[config.mk]
export PLATFORM = sky130hd
export DESIGN_NAME = bus_match_bridge
export DESIGN_NICKNAME = d
export VERILOG_FILES = /design/src/rtl/bmb_pkg.sv /design/src/rtl/bmb_cfg_latch.sv /design/src/rtl/bmb_packer.sv /design/src/rtl/bmb_unpacker.sv /design/src/rtl/bus_match_bridge.sv
export SDC_FILE = /design/constraint.sdc
export NUM_CORES = 1
export LEC_CHECK = 0
export ABC_AREA = 1
export CORE_ASPECT_RATIO = 1.2
export CORE_UTILIZATION = 45
export CTS_BUF_LIST = sky130_fd_sc_hd__clkbuf_2 sky130_fd_sc_hd__clkbuf_4 sky130_fd_sc_hd__clkbuf_8
export DETAILED_ROUTE_END_ITERATION = 16
export PLACE_DENSITY = 0.71
export SLEW_MARGIN = 20
export SYNTH_ARGS = -nofsm -noshare
export SYNTH_HDL_FRONTEND = slang
export SYNTH_SLANG_ARGS = --single-unit
[constraint.sdc]
create_clock -name clk -period 2.4 [get_ports clk]
set_input_delay 0.36 -clock clk [delete_from_list [all_inputs] [get_ports clk]]
set_output_delay 0.36 -clock clk [all_outputs]
set_load 0.02 [all_outputs]
[src/rtl/bmb_pkg.sv]
package bmb_pkg;
  typedef struct packed {
    logic byte_mode;
    logic big_end;
  } bmb_cfg_t;
endpackage

[src/rtl/bmb_cfg_latch.sv]
module bmb_cfg_latch
  import bmb_pkg::*;
(
  input  logic     clk,
  input  logic     rst,
  input  logic     cfg_byte,
  input  logic     cfg_big,
  output bmb_cfg_t cfg
);
  // Settings are captured only while reset is held
  always_ff @(posedge clk) begin
    if (rst) begin
      cfg.byte_mode <= cfg_byte;
      cfg.big_end   <= cfg_big;
    end
  end

  p_cfg_hold_r10: assert property (@(posedge clk) disable iff (rst)
    1'b1 |=> $stable(cfg))
    else $error("configuration changed outside reset");
endmodule

[src/rtl/bmb_packer.sv]
module bmb_packer #(
  parameter int WIDE_W   = 36,
  parameter int NARROW_W = 18
) (
  input  logic                clk,
  input  logic                rst,
  input  logic                byte_mode,
  input  logic                big_end,
  input  logic                in_en,
  input  logic [NARROW_W-1:0] in_data,
  output logic                in_ready,
  output logic                wr_valid,
  output logic [WIDE_W-1:0]   wr_data,
  input  logic                wr_ready
);
  localparam int BW  = NARROW_W / 2;
  localparam int NL  = WIDE_W / BW;
  localparam int LPN = NARROW_W / BW;
  localparam int CW  = $clog2(NL);

  logic [CW-1:0]     cnt, last_idx, pos;
  logic [WIDE_W-1:0] acc, acc_nxt;
  logic              pend, take, at_last;

  assign last_idx = byte_mode ? CW'(NL - 1) : CW'(NL / LPN - 1);
  assign pos      = big_end ? (last_idx - cnt) : cnt;
  assign at_last  = (cnt == last_idx);
  // Stall only when the last slice of the next word would be needed
  assign in_ready = !(pend && at_last);
  assign take     = in_en && in_ready;
  assign wr_valid = pend;

  // One merge lane per byte position of the wide word
  for (genvar j = 0; j < NL; j++) begin : g_lane
    logic          hit;
    logic [BW-1:0] src;
    assign hit = byte_mode ? (pos == CW'(j)) : (pos == CW'(j / LPN));
    assign src = byte_mode ? in_data[BW-1:0] : in_data[(j % LPN)*BW +: BW];
    assign acc_nxt[j*BW +: BW] = (take && hit) ? src : acc[j*BW +: BW];
  end

  always_ff @(posedge clk) begin
    if (rst) begin
      cnt     <= '0;
      acc     <= '0;
      pend    <= 1'b0;
      wr_data <= '0;
    end else begin
      acc <= acc_nxt;
      if (take) cnt <= at_last ? '0 : cnt + 1'b1;
      if (take && at_last) begin
        pend    <= 1'b1;
        wr_data <= acc_nxt;
      end else if (pend && wr_ready) begin
        pend <= 1'b0;
      end
    end
  end

  p_hold_r6: assert property (@(posedge clk) disable iff (rst)
    (wr_valid && !wr_ready) |=> (wr_valid && $stable(wr_data)))
    else $error("pending word dropped or changed");

  p_no_take_r5: assert property (@(posedge clk) disable iff (rst)
    !in_ready |=> (cnt == $past(cnt)))
    else $error("slice counter moved while stalled");

  p_cnt_range_r2: assert property (@(posedge clk) disable iff (rst)
    cnt <= last_idx)
    else $error("packer counter out of range");
endmodule

[src/rtl/bmb_unpacker.sv]
module bmb_unpacker #(
  parameter int WIDE_W   = 36,
  parameter int NARROW_W = 18
) (
  input  logic                clk,
  input  logic                rst,
  input  logic                byte_mode,
  input  logic                big_end,
  input  logic                rd_valid,
  input  logic [WIDE_W-1:0]   rd_data,
  output logic                rd_take,
  input  logic                out_en,
  output logic [NARROW_W-1:0] out_data,
  output logic                out_ready
);
  localparam int BW  = NARROW_W / 2;
  localparam int NL  = WIDE_W / BW;
  localparam int LPN = NARROW_W / BW;
  localparam int CW  = $clog2(NL);

  logic [CW-1:0]     cnt, last_idx, pos;
  logic [WIDE_W-1:0] hold;
  logic              have, take, at_last;

  assign last_idx  = byte_mode ? CW'(NL - 1) : CW'(NL / LPN - 1);
  assign pos       = big_end ? (last_idx - cnt) : cnt;
  assign at_last   = (cnt == last_idx);
  assign out_ready = have;
  assign take      = out_en && have;
  // Fetch only once every slice of the held word is gone
  assign rd_take   = rd_valid && !have;

  always_comb begin
    if (byte_mode) out_data = NARROW_W'(hold[int'(pos)*BW +: BW]);
    else           out_data = hold[int'(pos)*NARROW_W +: NARROW_W];
  end

  always_ff @(posedge clk) begin
    if (rst) begin
      hold <= '0;
      have <= 1'b0;
      cnt  <= '0;
    end else if (rd_take) begin
      hold <= rd_data;
      have <= 1'b1;
      cnt  <= '0;
    end else if (take) begin
      if (at_last) begin
        have <= 1'b0;
        cnt  <= '0;
      end else begin
        cnt <= cnt + 1'b1;
      end
    end
  end

  p_fetch_r8: assert property (@(posedge clk) disable iff (rst)
    rd_take |-> (rd_valid && !out_ready))
    else $error("fetch while slices remain");

  p_load_r8: assert property (@(posedge clk) disable iff (rst)
    rd_take |=> out_ready)
    else $error("fetched word not presented");

  p_drain_r7: assert property (@(posedge clk) disable iff (rst)
    (take && at_last) |=> !out_ready)
    else $error("ready after last slice");
endmodule

[src/rtl/bus_match_bridge.sv]
module bus_match_bridge
  import bmb_pkg::*;
#(
  parameter int WIDE_W   = 36,
  parameter int NARROW_W = 18
) (
  input  logic                clk,
  input  logic                rst,
  input  logic                cfg_byte,
  input  logic                cfg_big,
  input  logic                in_en,
  input  logic [NARROW_W-1:0] in_data,
  output logic                in_ready,
  output logic                wr_valid,
  output logic [WIDE_W-1:0]   wr_data,
  input  logic                wr_ready,
  input  logic                rd_valid,
  input  logic [WIDE_W-1:0]   rd_data,
  output logic                rd_take,
  input  logic                out_en,
  output logic [NARROW_W-1:0] out_data,
  output logic                out_ready
);
  bmb_cfg_t cfg;

  bmb_cfg_latch u_cfg (
    .clk(clk), .rst(rst), .cfg_byte(cfg_byte), .cfg_big(cfg_big), .cfg(cfg)
  );

  bmb_packer #(.WIDE_W(WIDE_W), .NARROW_W(NARROW_W)) u_pack (
    .clk(clk), .rst(rst), .byte_mode(cfg.byte_mode), .big_end(cfg.big_end),
    .in_en(in_en), .in_data(in_data), .in_ready(in_ready),
    .wr_valid(wr_valid), .wr_data(wr_data), .wr_ready(wr_ready)
  );

  bmb_unpacker #(.WIDE_W(WIDE_W), .NARROW_W(NARROW_W)) u_unpack (
    .clk(clk), .rst(rst), .byte_mode(cfg.byte_mode), .big_end(cfg.big_end),
    .rd_valid(rd_valid), .rd_data(rd_data), .rd_take(rd_take),
    .out_en(out_en), .out_data(out_data), .out_ready(out_ready)
  );

  p_reset_state_r9: assert property (@(posedge clk)
    rst |=> (!wr_valid && !out_ready && in_ready))
    else $error("outputs not cleared by reset");
endmodule

==> results.yml <==
global_route:
  grt_antenna_before_repair: 0
  first_global_vias: 4934
  grt_max_degree: 43
  grt_pass1_wl_microns: 23700
  grtUsageTotal_pct: 25.4
  grt.overflow.total: 0
clock_tree:
  cts-root-buf: "clkbuf_8"
  cts_buffer_depth: 2
  clk_pin_slew_ns: 0.07
  clock-sinks: 116
  cts_inserted_buffers: 17
  cts_tree: "done"
  hold_buffers: 0
  ctsHtreeMaxLevel: 4
  worstSkewPairLatency_ns: 0.43
cells_and_area:
  diodes: 0
  nets: 888
  multiInputGateArea_sq_um: 2410
  area_growth_pct: 37.8
  layout-drive-gt1-share_pct: 11.9
  nFillCells: 1032
  instances_no_fill: 993
  seqCellArea_sq_um: 2340
die:
  start_util_pct: 46.3
  die_w_microns: 99.5
  pin_count: 120
  rows: 42
  dieArea_sq_um: 11800
  die_h_microns: 119
  core_sq_um: 11100
min_path:
  hold_class: "reg -> reg"
  hold_start: "u_unpack.hold[17]"
flow_run:
  drv_cap: 0
placed_design:
  dpl.hpwl_microns: 10300
  portBuffers: 119
  dpl_worst_slack_ns: 0.108
  gp_congestion: 0.878
  dpl.cell_count: 953
power_and_ir_drop:
  p_total_mw: 5.29
  p_leak_nw: 3.06
  ir_drop_mv: 0.403
  powerDensity_nw_per_um2: 748
worst_setup_path:
  start_kind: "flip-flop"
  timing.rr.start: "u_cfg.cfg[1]"
  cp-end-kind: "primary output"
  critPathSlowestCell: "edfxtp_1"
  worstPathRequired_ns: 2.04
  worstPathMaxFanout: 7
  slowest_delay_ns: 0.43
  crit_type: "reg -> out"
  cp_cell_sequence: "nand2_2 > nand2_2 > o21ai_4 > clkinv_4 > buf_8 > a211oi_1 > nor2_1 > buf_4"
  cp_top_family: "buffers and inverters"
  arrival_ns: 2.02
  crit_buf_inv: 3
  crit_path_frequent_cell: "nand2_2"
  cp-startpoint: "u_cfg.cfg[1]"
sta:
  report.final.setup_viol: 0
  tightestPinTransition_ns: 0.456
  finalCriticalPeriod_ns: 2.38
  hold_violations: 0
  rsz0062_at_grt: "true"
  finalCritPeriodShare_pct: 99.3
  slew_headroom_pct: 69.6
  setup_ws_ns: 0.0174
  fmax_mhz: 420
  worst_clock_skew_ns: 0.00758
  slew_violations: 0
yosys:
  avgSynthCellArea_sq_um: 7.27
  synth.distinct_cells: 30
  synthesis.nets: 768
  synthCells: 706
  yosysSeqAreaShare_pct: 45.7
  ys_warn_count: 0
  ys_ff_latch: 116
  syn_area_sq_um: 5130
routing:
  avgRoutedWirePerCell_microns: 14.8
  drt-total-wl_microns: 14700
  drc: 0
  first_pass_iters: 6
  drtAntennaViolNets: 0
  vias: 5164
  drt_iter0_markers: 245
  via_per_inst: 5.20
status:
  outcome: "complete, no violations"
## final timing paths
kind	end	slack, ns	cells after the start
max	out_data[8]	0.02	8
min	u_unpack.hold[17]	0.47	2
max reg2reg	u_pack.wr_data[19]	0.22	12
min reg2reg	u_unpack.hold[17]	0.47	2
## logic make-up after synthesis
group,synth area share (%)
AND/OR/NAND/NOR,27.6
AO/OA/AOI/OAI,18.3
flip-flops,45.7
buffers and inverters,8.44
## synthesized netlist by cell type
cell      instances  area share [%]
nor2_2            1            0.12
inv_1            45             3.3
clkinv_1          1           0.073
o21a_1           30             4.4
buf_2             6            0.59
buf_6             3            0.66
a211oi_1         10             1.5
o21ai_1           3            0.29
nand4_1          20             2.4
nor2_1          102             7.5
o21ai_2           1            0.17
o31ai_1           2            0.29
nand3_2           1            0.20
buf_4             7             1.0
o21ai_0          46             4.5
o211ai_1          7             1.0
nand3_1          54             5.3
edfxtp_1          2             1.2
nand3_4           1            0.34
inv_2             9            0.66
a21oi_1          51             5.0
nand2_2           6            0.73
nand2_4           1            0.22
clkbuf_1         25             1.8
buf_1             1           0.073
inv_4             2            0.24
nand2_1         148              11
o311ai_0          5            0.85
dfxtp_1         114              44
o311ai_1          2            0.34
## area by class of cell
class / count / share of cell area (%)
multi-input combinational: 491 / 34.2
sequential: 116 / 33.1
timing repair buffer: 143 / 19.9
clock buffer: 24 / 4.49
inverter: 57 / 3.19
tap: 154 / 2.73
clock inverter: 8 / 2.39
## placed cells by master, fill, tap and decap left out, drive strengths merged, types with 5 or more instances in the layout
cell type and instances:
bufinv 5, nand3 56, a21oi 51, o211ai 7
clkdlybuf4s50 100, o21a 30, dlygate4sd2 10, o21ai 50
nor2 103, a211oi 10, o311ai 7, clkinv 5
inv 55, dfxtp 114, buf 31, nand2 155
clkbuf 25, nand4 20
## tightest hold or removal path, delay by kind of cell (launching register included)
| kind | cells | cell delay (ns) |
|---|---|---|
| AOI/OAI and AO/OA | 1 | 0.05 |
| DFF | 1 | 0.31 |
| buffers and inverters | 1 | 0.06 |
## registers in the layout, summed over array words and instances (netlist names)
signal	cells
u_unpack.hold	36
u_cfg.cfg	2
u_pack.wr_valid	1
u_pack.acc	36
u_pack.wr_data	36
u_pack.cnt	2
u_unpack.out_ready	1
u_unpack.cnt	2
## what timing repair did
item / 4_1_cts / 5_1_grt
gates cloned: 1 / 0
setup endpoints to repair: 19 / 14
resized for setup: 43 / 36
buffers inserted: 0 / 7
pin swaps: 0 / 7
## routing by layer
layer	GRT usage (%)	share of wire, %	wire length [microns]	vias up
li1	-	-	-	2582
met1	30.1	42	6220	2383
met2	43.7	50	7350	178
met3	7.92	6.4	944	21
met4	8.09	1.5	221	0
met5	0	0	0	-
## stage by stage
step | setup TNS (ns) | util, % | area [sq um] | hold WS (ns)
6_report | 0 | 63.8 | 7070 | 0.469
3_3_place_gp | 0 | 58.3 | 6460 | 0.456
4_1_cts | -0.0413 | 63.0 | 6990 | 0.467
2_1_floorplan | 0 | - | 5130 | 0.444
5_1_grt | -0.468 | 63.8 | 7070 | 0.484
3_5_place_dp | 0 | 58.3 | 6460 | 0.457
## power breakdown
| part | internal, mW | total [mW] | switching (mW) |
|---|---|---|---|
| registers | 2.06 | 2.13 | 0.0739 |
| clock network | 1.40 | 2.17 | 0.766 |
| logic | 0.419 | 0.991 | 0.572 |
Power figures use the tool's default switching activity.
